**config.mk**
```make
export PLATFORM = sky130hd
export DESIGN_NAME = ptag_shared_fifo
export DESIGN_NICKNAME = d
export VERILOG_FILES = /design/src/rtl/ptag_fifo_pkg.sv /design/src/rtl/ptag_fifo_store.sv /design/src/rtl/ptag_fifo_ctl.sv /design/src/rtl/ptag_shared_fifo.sv
export SDC_FILE = /design/constraint.sdc
export NUM_CORES = 1
export LEC_CHECK = 0
export BUFFER_PORTS_ARGS = -buffer_cell sky130_fd_sc_hd__buf_4
export CAP_MARGIN = 20
export CORE_MARGIN = 2
export CORE_UTILIZATION = 40
export DETAILED_ROUTE_END_ITERATION = 10
export PLACE_DENSITY = 0.63
export SKIP_LAST_GASP = 1
export SLEW_MARGIN = 20
export SYNTH_ARGS = -nofsm -noshare
export SYNTH_HDL_FRONTEND = slang
export SYNTH_SLANG_ARGS = --single-unit
```
**constraint.sdc**
```tcl
create_clock -name clk -period 5.4 [get_ports clk]
set_input_delay 0.81 -clock clk [delete_from_list [all_inputs] [get_ports clk]]
set_output_delay 0.81 -clock clk [all_outputs]
set_load 0.1 [all_outputs]
```
**src/rtl/ptag_fifo_pkg.sv**
```systemverilog
package ptag_fifo_pkg;
  localparam int PORT_W = 8;

  typedef struct packed {
    logic push;
    logic pop;
  } ctl_strobe_t;
endpackage

```
**src/rtl/ptag_fifo_store.sv**
```systemverilog
module ptag_fifo_store
  import ptag_fifo_pkg::*;
#(
  parameter int DATA_W = 32,
  parameter int DEPTH  = 16,
  localparam int AW    = $clog2(DEPTH),
  localparam int CW    = AW + 1
) (
  input  logic              clk,
  input  logic              rstN,
  input  ctl_strobe_t       strb,
  input  logic [DATA_W-1:0] wrData,
  input  logic [PORT_W-1:0] wrPort,
  input  logic              wrSop,
  input  logic              wrEop,
  output logic [DATA_W-1:0] headData,
  output logic [PORT_W-1:0] headPort,
  output logic              headSop,
  output logic              headEop,
  output logic [CW-1:0]     count,
  output logic [CW-1:0]     eopCount,
  output logic              full,
  output logic              empty
);
  logic [DATA_W-1:0] memData [DEPTH];
  logic [PORT_W-1:0] memPort [DEPTH];
  logic [1:0]        memMark [DEPTH];
  logic [AW-1:0]     wrPtr;
  logic [AW-1:0]     rdPtr;

  assign full     = (count == CW'(DEPTH));
  assign empty    = (count == '0);
  assign headData = memData[rdPtr];
  assign headPort = memPort[rdPtr];
  assign headSop  = memMark[rdPtr][1];
  assign headEop  = memMark[rdPtr][0];

  always_ff @(posedge clk) begin
    if (strb.push) begin
      memData[wrPtr] <= wrData;
      memPort[wrPtr] <= wrPort;
      memMark[wrPtr] <= {wrSop, wrEop};
    end
  end

  always_ff @(posedge clk) begin
    if (!rstN) begin
      wrPtr    <= '0;
      rdPtr    <= '0;
      count    <= '0;
      eopCount <= '0;
    end else begin
      if (strb.push) wrPtr <= wrPtr + 1'b1;
      if (strb.pop)  rdPtr <= rdPtr + 1'b1;
      count    <= count + CW'(strb.push) - CW'(strb.pop);
      eopCount <= eopCount + CW'(strb.push && wrEop) - CW'(strb.pop && headEop);
    end
  end

  p_no_overflow_r3: assert property (@(posedge clk) disable iff (!rstN)
    strb.push |-> !full);
  p_pop_nonempty_r2: assert property (@(posedge clk) disable iff (!rstN)
    strb.pop |-> !empty);
  p_eop_bounded_r5: assert property (@(posedge clk) disable iff (!rstN)
    eopCount <= count);
  p_stall_hold_r7: assert property (@(posedge clk) disable iff (!rstN)
    (!strb.pop && !empty) |=> ($stable(headData) && $stable(headPort)));
  p_empty_count_r9: assert property (@(posedge clk) disable iff (!rstN)
    (!strb.push && !strb.pop) |=> $stable(count));
endmodule

```
**src/rtl/ptag_fifo_ctl.sv**
```systemverilog
module ptag_fifo_ctl
  import ptag_fifo_pkg::*;
#(
  parameter int DEPTH       = 16,
  parameter int BURST_WORDS = 4,
  localparam int CW         = $clog2(DEPTH) + 1,
  localparam int BCW        = $clog2(BURST_WORDS + 1)
) (
  input  logic          clk,
  input  logic          rstN,
  input  logic          wrValid,
  input  logic          dnReady,
  input  logic          ignoreBp,
  input  logic [CW-1:0] count,
  input  logic [CW-1:0] eopCount,
  input  logic          full,
  input  logic          empty,
  input  logic          headEop,
  output ctl_strobe_t   strb,
  output logic          rdValid,
  output logic          rdLast,
  output logic          overflow
);
  logic           burstActive;
  logic [BCW-1:0] burstCnt;
  logic           releaseOk;
  logic           lastWord;
  logic           go;

  assign releaseOk = (count >= CW'(BURST_WORDS)) || (eopCount != '0);
  assign rdValid   = !empty && (burstActive || releaseOk);
  assign go        = ignoreBp || dnReady;
  assign lastWord  = headEop || (burstCnt == BCW'(BURST_WORDS - 1));
  assign rdLast    = rdValid && lastWord;
  assign strb.push = wrValid && !full;
  assign strb.pop  = rdValid && go;

  always_ff @(posedge clk) begin
    if (!rstN) begin
      burstActive <= 1'b0;
      burstCnt    <= '0;
      overflow    <= 1'b0;
    end else begin
      overflow <= wrValid && full;
      if (strb.pop) begin
        if (lastWord) begin
          burstActive <= 1'b0;
          burstCnt    <= '0;
        end else begin
          burstActive <= 1'b1;
          burstCnt    <= burstCnt + 1'b1;
        end
      end
    end
  end

  p_burst_bound_r6: assert property (@(posedge clk) disable iff (!rstN)
    burstCnt < BCW'(BURST_WORDS));
  p_ovf_pulse_r3: assert property (@(posedge clk) disable iff (!rstN)
    (wrValid && full) |=> overflow);
  p_burst_sustain_r6: assert property (@(posedge clk) disable iff (!rstN)
    (strb.pop && !lastWord) |=> rdValid);
endmodule

```
**src/rtl/ptag_shared_fifo.sv**
```systemverilog
module ptag_shared_fifo
  import ptag_fifo_pkg::*;
#(
  parameter int DATA_W      = 32,
  parameter int DEPTH       = 16,
  parameter int BURST_BYTES = 16,
  localparam int BYTES_W     = DATA_W / 8,
  localparam int BURST_WORDS = BURST_BYTES / BYTES_W,
  localparam int CW          = $clog2(DEPTH) + 1
) (
  input  logic              clk,
  input  logic              rstN,
  input  logic              wrValid,
  output logic              wrReady,
  input  logic [DATA_W-1:0] wrData,
  input  logic [7:0]        wrPort,
  input  logic              wrSop,
  input  logic              wrEop,
  output logic              rdValid,
  output logic [DATA_W-1:0] rdData,
  output logic [7:0]        rdPort,
  output logic              rdSop,
  output logic              rdEop,
  output logic              rdLast,
  input  logic              dnReady,
  input  logic              ignoreBp,
  output logic              overflow,
  output logic              empty
);
  ctl_strobe_t   strb;
  logic [CW-1:0] count;
  logic [CW-1:0] eopCount;
  logic          full;

  assign wrReady = !full;

  ptag_fifo_store #(.DATA_W(DATA_W), .DEPTH(DEPTH)) u_store (
    .clk(clk), .rstN(rstN), .strb(strb),
    .wrData(wrData), .wrPort(wrPort), .wrSop(wrSop), .wrEop(wrEop),
    .headData(rdData), .headPort(rdPort), .headSop(rdSop), .headEop(rdEop),
    .count(count), .eopCount(eopCount), .full(full), .empty(empty)
  );

  ptag_fifo_ctl #(.DEPTH(DEPTH), .BURST_WORDS(BURST_WORDS)) u_ctl (
    .clk(clk), .rstN(rstN), .wrValid(wrValid), .dnReady(dnReady),
    .ignoreBp(ignoreBp), .count(count), .eopCount(eopCount), .full(full),
    .empty(empty), .headEop(rdEop), .strb(strb), .rdValid(rdValid),
    .rdLast(rdLast), .overflow(overflow)
  );
endmodule

```
==> run metrics, run 1 <==
outcome complete, no violations; P_leak a little under 0.01 µW; area delta synth->final 16.10%; die width 262.1 µm; crit path time final around 4.3 ns; gpl congestion 0.7135; Post-DRT Antenna Nets 0; Tcrit/Tclk final 0.7951; clock insertion delay at the later pin of the skew report around 0.6 ns; multi-input logic area 5746 µm²; via count 11,860; slowest CP cell dfxtp_4; drt initial violations 1,062; Synth Area in Adders 0.01089; share of the synthesized area in the top cell type 0.7571; vias in the first global route 12,490; Die Y 262.1 µm; unrepaired setup endpoints after global routing false; GR Util All Layers 0.1672; CP Cell Sequence buf_4 -> mux4_2 -> mux4_2 -> buf_4; Setup crit end kind output port; Mapped Avg Cell Area around 24 µm²; synthesized netlist cell count 1,112; hold crit path type primary input to flip-flop; IO Port Bufs 93; First-pass DRT Iterations 5; CTS tree done; Worst Setup Start Kind flip-flop; Yosys cell types 43; CP arrival 3.48 ns; clk_skew 0.02137 ns; Core Region between 60,000 and 70,000 µm²; Post-synth ARST share 0; most area-hungry cell type in the Yosys netlist edfxtp_1; Post-Syn Area roughly 27,000 µm²; ratio of cells with drive above 1 in the final layout 0.3491; Hold-fix buffers, CTS 0; Fill cells 5,345; sequential fraction of the synthesis area 0.7774; #FFs+latches synth 699; mux cell area share after synthesis 0.1764; dpl ws 1.614 ns; Max Transition Viols Final 0; xor and xnor area share after synthesis 0.003286; maximum number of pins on one net before global-route repair 65; number of gates resized after CTS 0; r2r setup slk 1.72 ns; relative slew slack 0.2887; clock-pin slew on the worst setup and hold paths 0.06 ns; Crit Reg-Reg Endpoint u_store.eopCount[4]; clock sink count ~700; Ys Warns 0; initial antenna violation count 2; Post-synth EDFFs 672; compound-cell area share of the yosys netlist 0.006995; Synth Flop Type edfxtp_1; CP Capture Point rdData[30]; Worst Slack Setup Final 1.106 ns; Core Util, Final 0.4698; vias per cell roughly 5.5; Post-CTS Repair Setup Buffers 0; max-cap viol count 0; Sequential Area 20,730 µm²; H-tree Lvls 3; Syn Nets 1,181; Inserted Clock Buffers 71; fin nets 1,324; Root Driver clkbuf_16; top cells by area, synth edfxtp_1 (76%), mux4_2 (17%), dfxtp_1 (2.0%); Worst EP required ~4.6 ns; num rows 94; DIE AREA roughly 70,000 µm²; main combinational cell family by area after synthesis multiplexers; CP Class flip-flop to output port; CP Max Fanout 38; FF-to-FF path depth 14; final wirelength 56.48 mm; max incr delay on CP 0.87 ns; drt wl/cell 25.99 µm; commonest non-fill, non-tap cell in the layout edfxtp_1; Top Ports 94; grt ovf 0; DP HPWL 29.12 mm; first-pass GRT wire length about 83 mm; simple logic cell fraction of the synthesized area 0.01267; Pwr Density 500.2 nW/µm²; Residual DRC 0; Fmax 0.2329 GHz; most frequent cells in the layout edfxtp_1 (672), mux4_2 (207), buf_4 (115); Initial Util 0.4047; Fin. Hold Viols 0; largest vdd supply drop 0.0005847 V; hold slack 0.4555 ns; Final setup viols 0; Post-Route Setup TNS 0 ns; antenna cells 0; clock buffer depth 3; Worst-Margin Slew 1.064 ns
-- cell families after synthesis --
group / after synthesis
AOI/OAI and AO/OA: 25
adders and majority gates: 22
muxes: 211
and+or+nand+nor: 68
DFF: 699
buffers and inverters: 77
xor gates and xnor gates: 10
-- worst max-delay path, delay by kind of cell, from the launching register on --
kind	cells	cell delay, ns
DFF	1	0.87
buffers and inverters	2	0.87
muxes	2	1.09
-- stage by stage --
| step | cell area (µm²) | std cells | total power (µW) |
|---|---|---|---|
| 2_1_floorplan | 26680 | 1112 | 9947 |
| 3_3_place_gp | 28650 | 2044 | 10880 |
| 3_5_place_dp | 28700 | 2046 | 10920 |
| 4_1_cts | 30940 | 2173 | 15650 |
| 5_1_grt | 30940 | 2173 | 16050 |
| 6_report | 30940 | 2173 | 15480 |
-- cells in the mapped netlist (all sizes together) (2+ instances only) --
cell type  count
and2           5
mux2i          4
a221oi         2
xnor2          5
nand3          4
inv           23
a21o           2
buf           31
xor2           5
o21ai          5
ha            20
nand2          9
clkbuf        23
or3            4
mux4         207
fa             2
edfxtp       672
nor3           5
nor2          30
o31ai          2
dfxtp         27
nand2b         2
a21oi          9
-- flip-flops by register name, summed over array words and instances, names as in the netlist, named ones only --
register	count
u_store.memData	512
u_store.memPort	128
u_store.memMark	32
u_store.count	5
u_store.eopCount	5
u_store.rdPtr	4
u_store.wrPtr	4
u_ctl.burstCnt	3
u_ctl.burstActive	1
u_ctl.overflow	1
-- layer usage --
metal | track usage | routed length, µm | vias up
met4 | 0.04614 | 863 | 4
met1 | 0.2298 | 23980 | 6448
met5 | 0 | 27 | -
li1 | - | - | 5016
met3 | 0.03318 | 3272 | 65
met2 | 0.2739 | 28340 | 330
-- layout make-up --
class	instances	area share
Tap cell	864	0.03494
Clock buffer	91	0.06191
Timing Repair Buffer	124	0.03421
Clock inverter	36	0.01055
Multi-Input combinational cell	336	0.1857
Inverter	23	0.002830
Sequential cell	699	0.6699
-- how the worst min path moves through the flow --
stage / from / end / slack, ns / cells after the start
after CTS: wrValid / u_ctl.overflow / 0.42 / 3
after global placement: u_ctl.burstCnt[1] / u_ctl.burstCnt[1] / 0.45 / 2
after global routing: wrValid / u_ctl.overflow / 0.46 / 3
after floorplan: u_ctl.burstActive / u_ctl.burstActive / 0.44 / 2
final: wrValid / u_ctl.overflow / 0.46 / 3
after detailed placement: u_ctl.burstCnt[1] / u_ctl.burstCnt[1] / 0.48 / 2
-- power by group --
part	switching [µW]	internal, µW
combinational	2780	1620
sequential	188	6150
clock	1980	2760
total	4950	10500
Power figures use the tool's default switching activity.
==> run 2, diff against run 1 <==
--- a/config.mk
+++ b/config.mk
@@ -10,7 +10,7 @@
 export CORE_MARGIN = 2
 export CORE_UTILIZATION = 40
 export DETAILED_ROUTE_END_ITERATION = 10
-export PLACE_DENSITY = 0.63
+export PLACE_DENSITY = 0.65
 export SKIP_LAST_GASP = 1
 export SLEW_MARGIN = 20
 export SYNTH_ARGS = -nofsm -noshare
==> constraint.sdc (replaced) <==
create_clock -name clk -period 3.7 [get_ports clk]
set_input_delay 0.555 -clock clk [delete_from_list [all_inputs] [get_ports clk]]
set_output_delay 0.555 -clock clk [all_outputs]
set_load 0.1 [all_outputs]
==> run metrics, run 2 (same netlist as run 1, synthesis figures left out) <==
outcome complete, no violations; Fill cells 5,291; total design power 23,120 µW; area delta synth->final 17.16%; commonest non-fill, non-tap cell in the layout edfxtp_1; Fin. Hold Viols 0; Max Transition Viols Final 0; clock insertion delay at the later pin of the skew report between 0.6 and 0.7 ns; Worst-Margin Slew 0.9664 ns; biggest regs u_store.memData (512), u_store.memPort (128), u_store.memMark (32); Sequential Area 20,730 µm²; H-tree Lvls 3; Top Ports 94; CTS tree done; Post-DRT Antenna Nets 0; multi-input logic area ~5800 µm²; first-pass GRT wire length 82.77 mm; Post-Route Setup TNS 0 ns; num rows 94; Initial Util 0.4047; Root Driver clkbuf_16; grt ovf 0; Final setup viols 0; gpl congestion 0.7212; Worst Setup Start Kind flip-flop; crit path time final about 3.6 ns; DP HPWL 29.49 mm; IO Port Bufs 93; final instance area 31,230 µm²; relative slew slack 0.3557; area post-placement approximately 29,000 µm²; max-cap viol count 0; Fmax ~0.28 GHz; Tcrit/Tclk final 0.9607; Die Y approximately 260 µm; clock buffer depth 3; drt initial violations around 950; final wirelength 55.87 mm; most frequent cells in the layout edfxtp_1 (672), mux4_2 (207), buf_4 (121); DIE AREA approximately 69,000 µm²; CP arrival 3.00 ns; clk_skew 0.03200 ns; antenna cells 0; via count 11,930; fin nets 1,334; maximum number of pins on one net before global-route repair 165; initial antenna violation count 3; CP Class flip-flop to output port; Worst EP required ~3.1 ns; largest vdd supply drop 0.0007734 V; Setup crit end kind output port; Cells after DPL between 2,000 and 2,500; ratio of cells with drive above 1 in the final layout 0.3585; P_leak 0.009795 µW; die width 262.1 µm; Residual DRC 0; Pwr Density about 740 nW/µm²; CP Max Fanout 164; hold crit path type primary input to flip-flop; First-pass DRT Iterations 5; clock sink count 699; max reg flops 512; clock-pin slew on the worst setup and hold paths 0.06 ns; Core Region 65,860 µm²; Post-Layout Cell Count 2,186; Inserted Clock Buffers 73; drt wl/cell 25.56 µm; GR Util All Layers 0.1663; Post-CTS Repair Setup Buffers 0; vias in the first global route 12,550; unrepaired setup endpoints after global routing false; vias per cell about 5.5; Top reg by flops u_store.memData
## run 2: routing by layer
layer,global-route usage,wire [µm],up-vias
met4,0.04802,1063,6
met3,0.03395,2968,84
met1,0.2285,23840,6466
li1,-,-,5040
met2,0.2709,27960,331
met5,0,34,-
## run 2: cell type report
class | count | share of cell area
clock buffers | 88 | 0.06371
inverters | 23 | 0.002805
multi-input cells | 336 | 0.1844
flip-flops and latches | 699 | 0.6638
well taps | 864 | 0.03462
repair buffers | 132 | 0.03582
clock inverters | 44 | 0.01479
## run 2: per-stage QoR
stage                     setup WS (ns)  hold WS, ns  utilization
final                            0.1454       0.1826       0.4741
after floorplan                 -0.5949       0.4412            -
after detailed placement         0.3795       0.4697       0.4367
after global routing            0.01291       0.1743       0.4741
after CTS                       0.04668       0.1461       0.4741
after global placement           0.5155       0.4616       0.4367
## run 2: where the power goes
part	switching [µW]	internal, µW
Combinational	4200	2400
Sequential	136	8970
Clock	2940	4470
Total	7280	15800
## run 2: timing repair
| item | CTS | global route |
|---|---|---|
| hold buffers | 0 | 0 |
| gates resized for setup | 2 | 1 |
| gates cloned | 0 | 0 |
| setup endpoints to repair | 13 | 3 |
## run 2: path summary, 6_finish.rpt
kind / startpoint / to / slack [ns] / cells past startpoint
worst min register to register: u_ctl.burstCnt[1] / u_ctl.burstCnt[1] / 0.48 / 2
worst max register to register: u_store.count[4] / u_store.eopCount[4] / 0.37 / 17
worst max-delay path: flip-flop / rdData[31] / 0.15 / 4
worst min-delay path: wrValid / u_ctl.overflow / 0.18 / 3
## run 2: worst max-delay path: stages (launching register included)
cell     delay (ns)
dfxtp_4        0.39
buf_16         0.64
mux4_2         0.43
mux4_2         0.57
buf_4          0.27
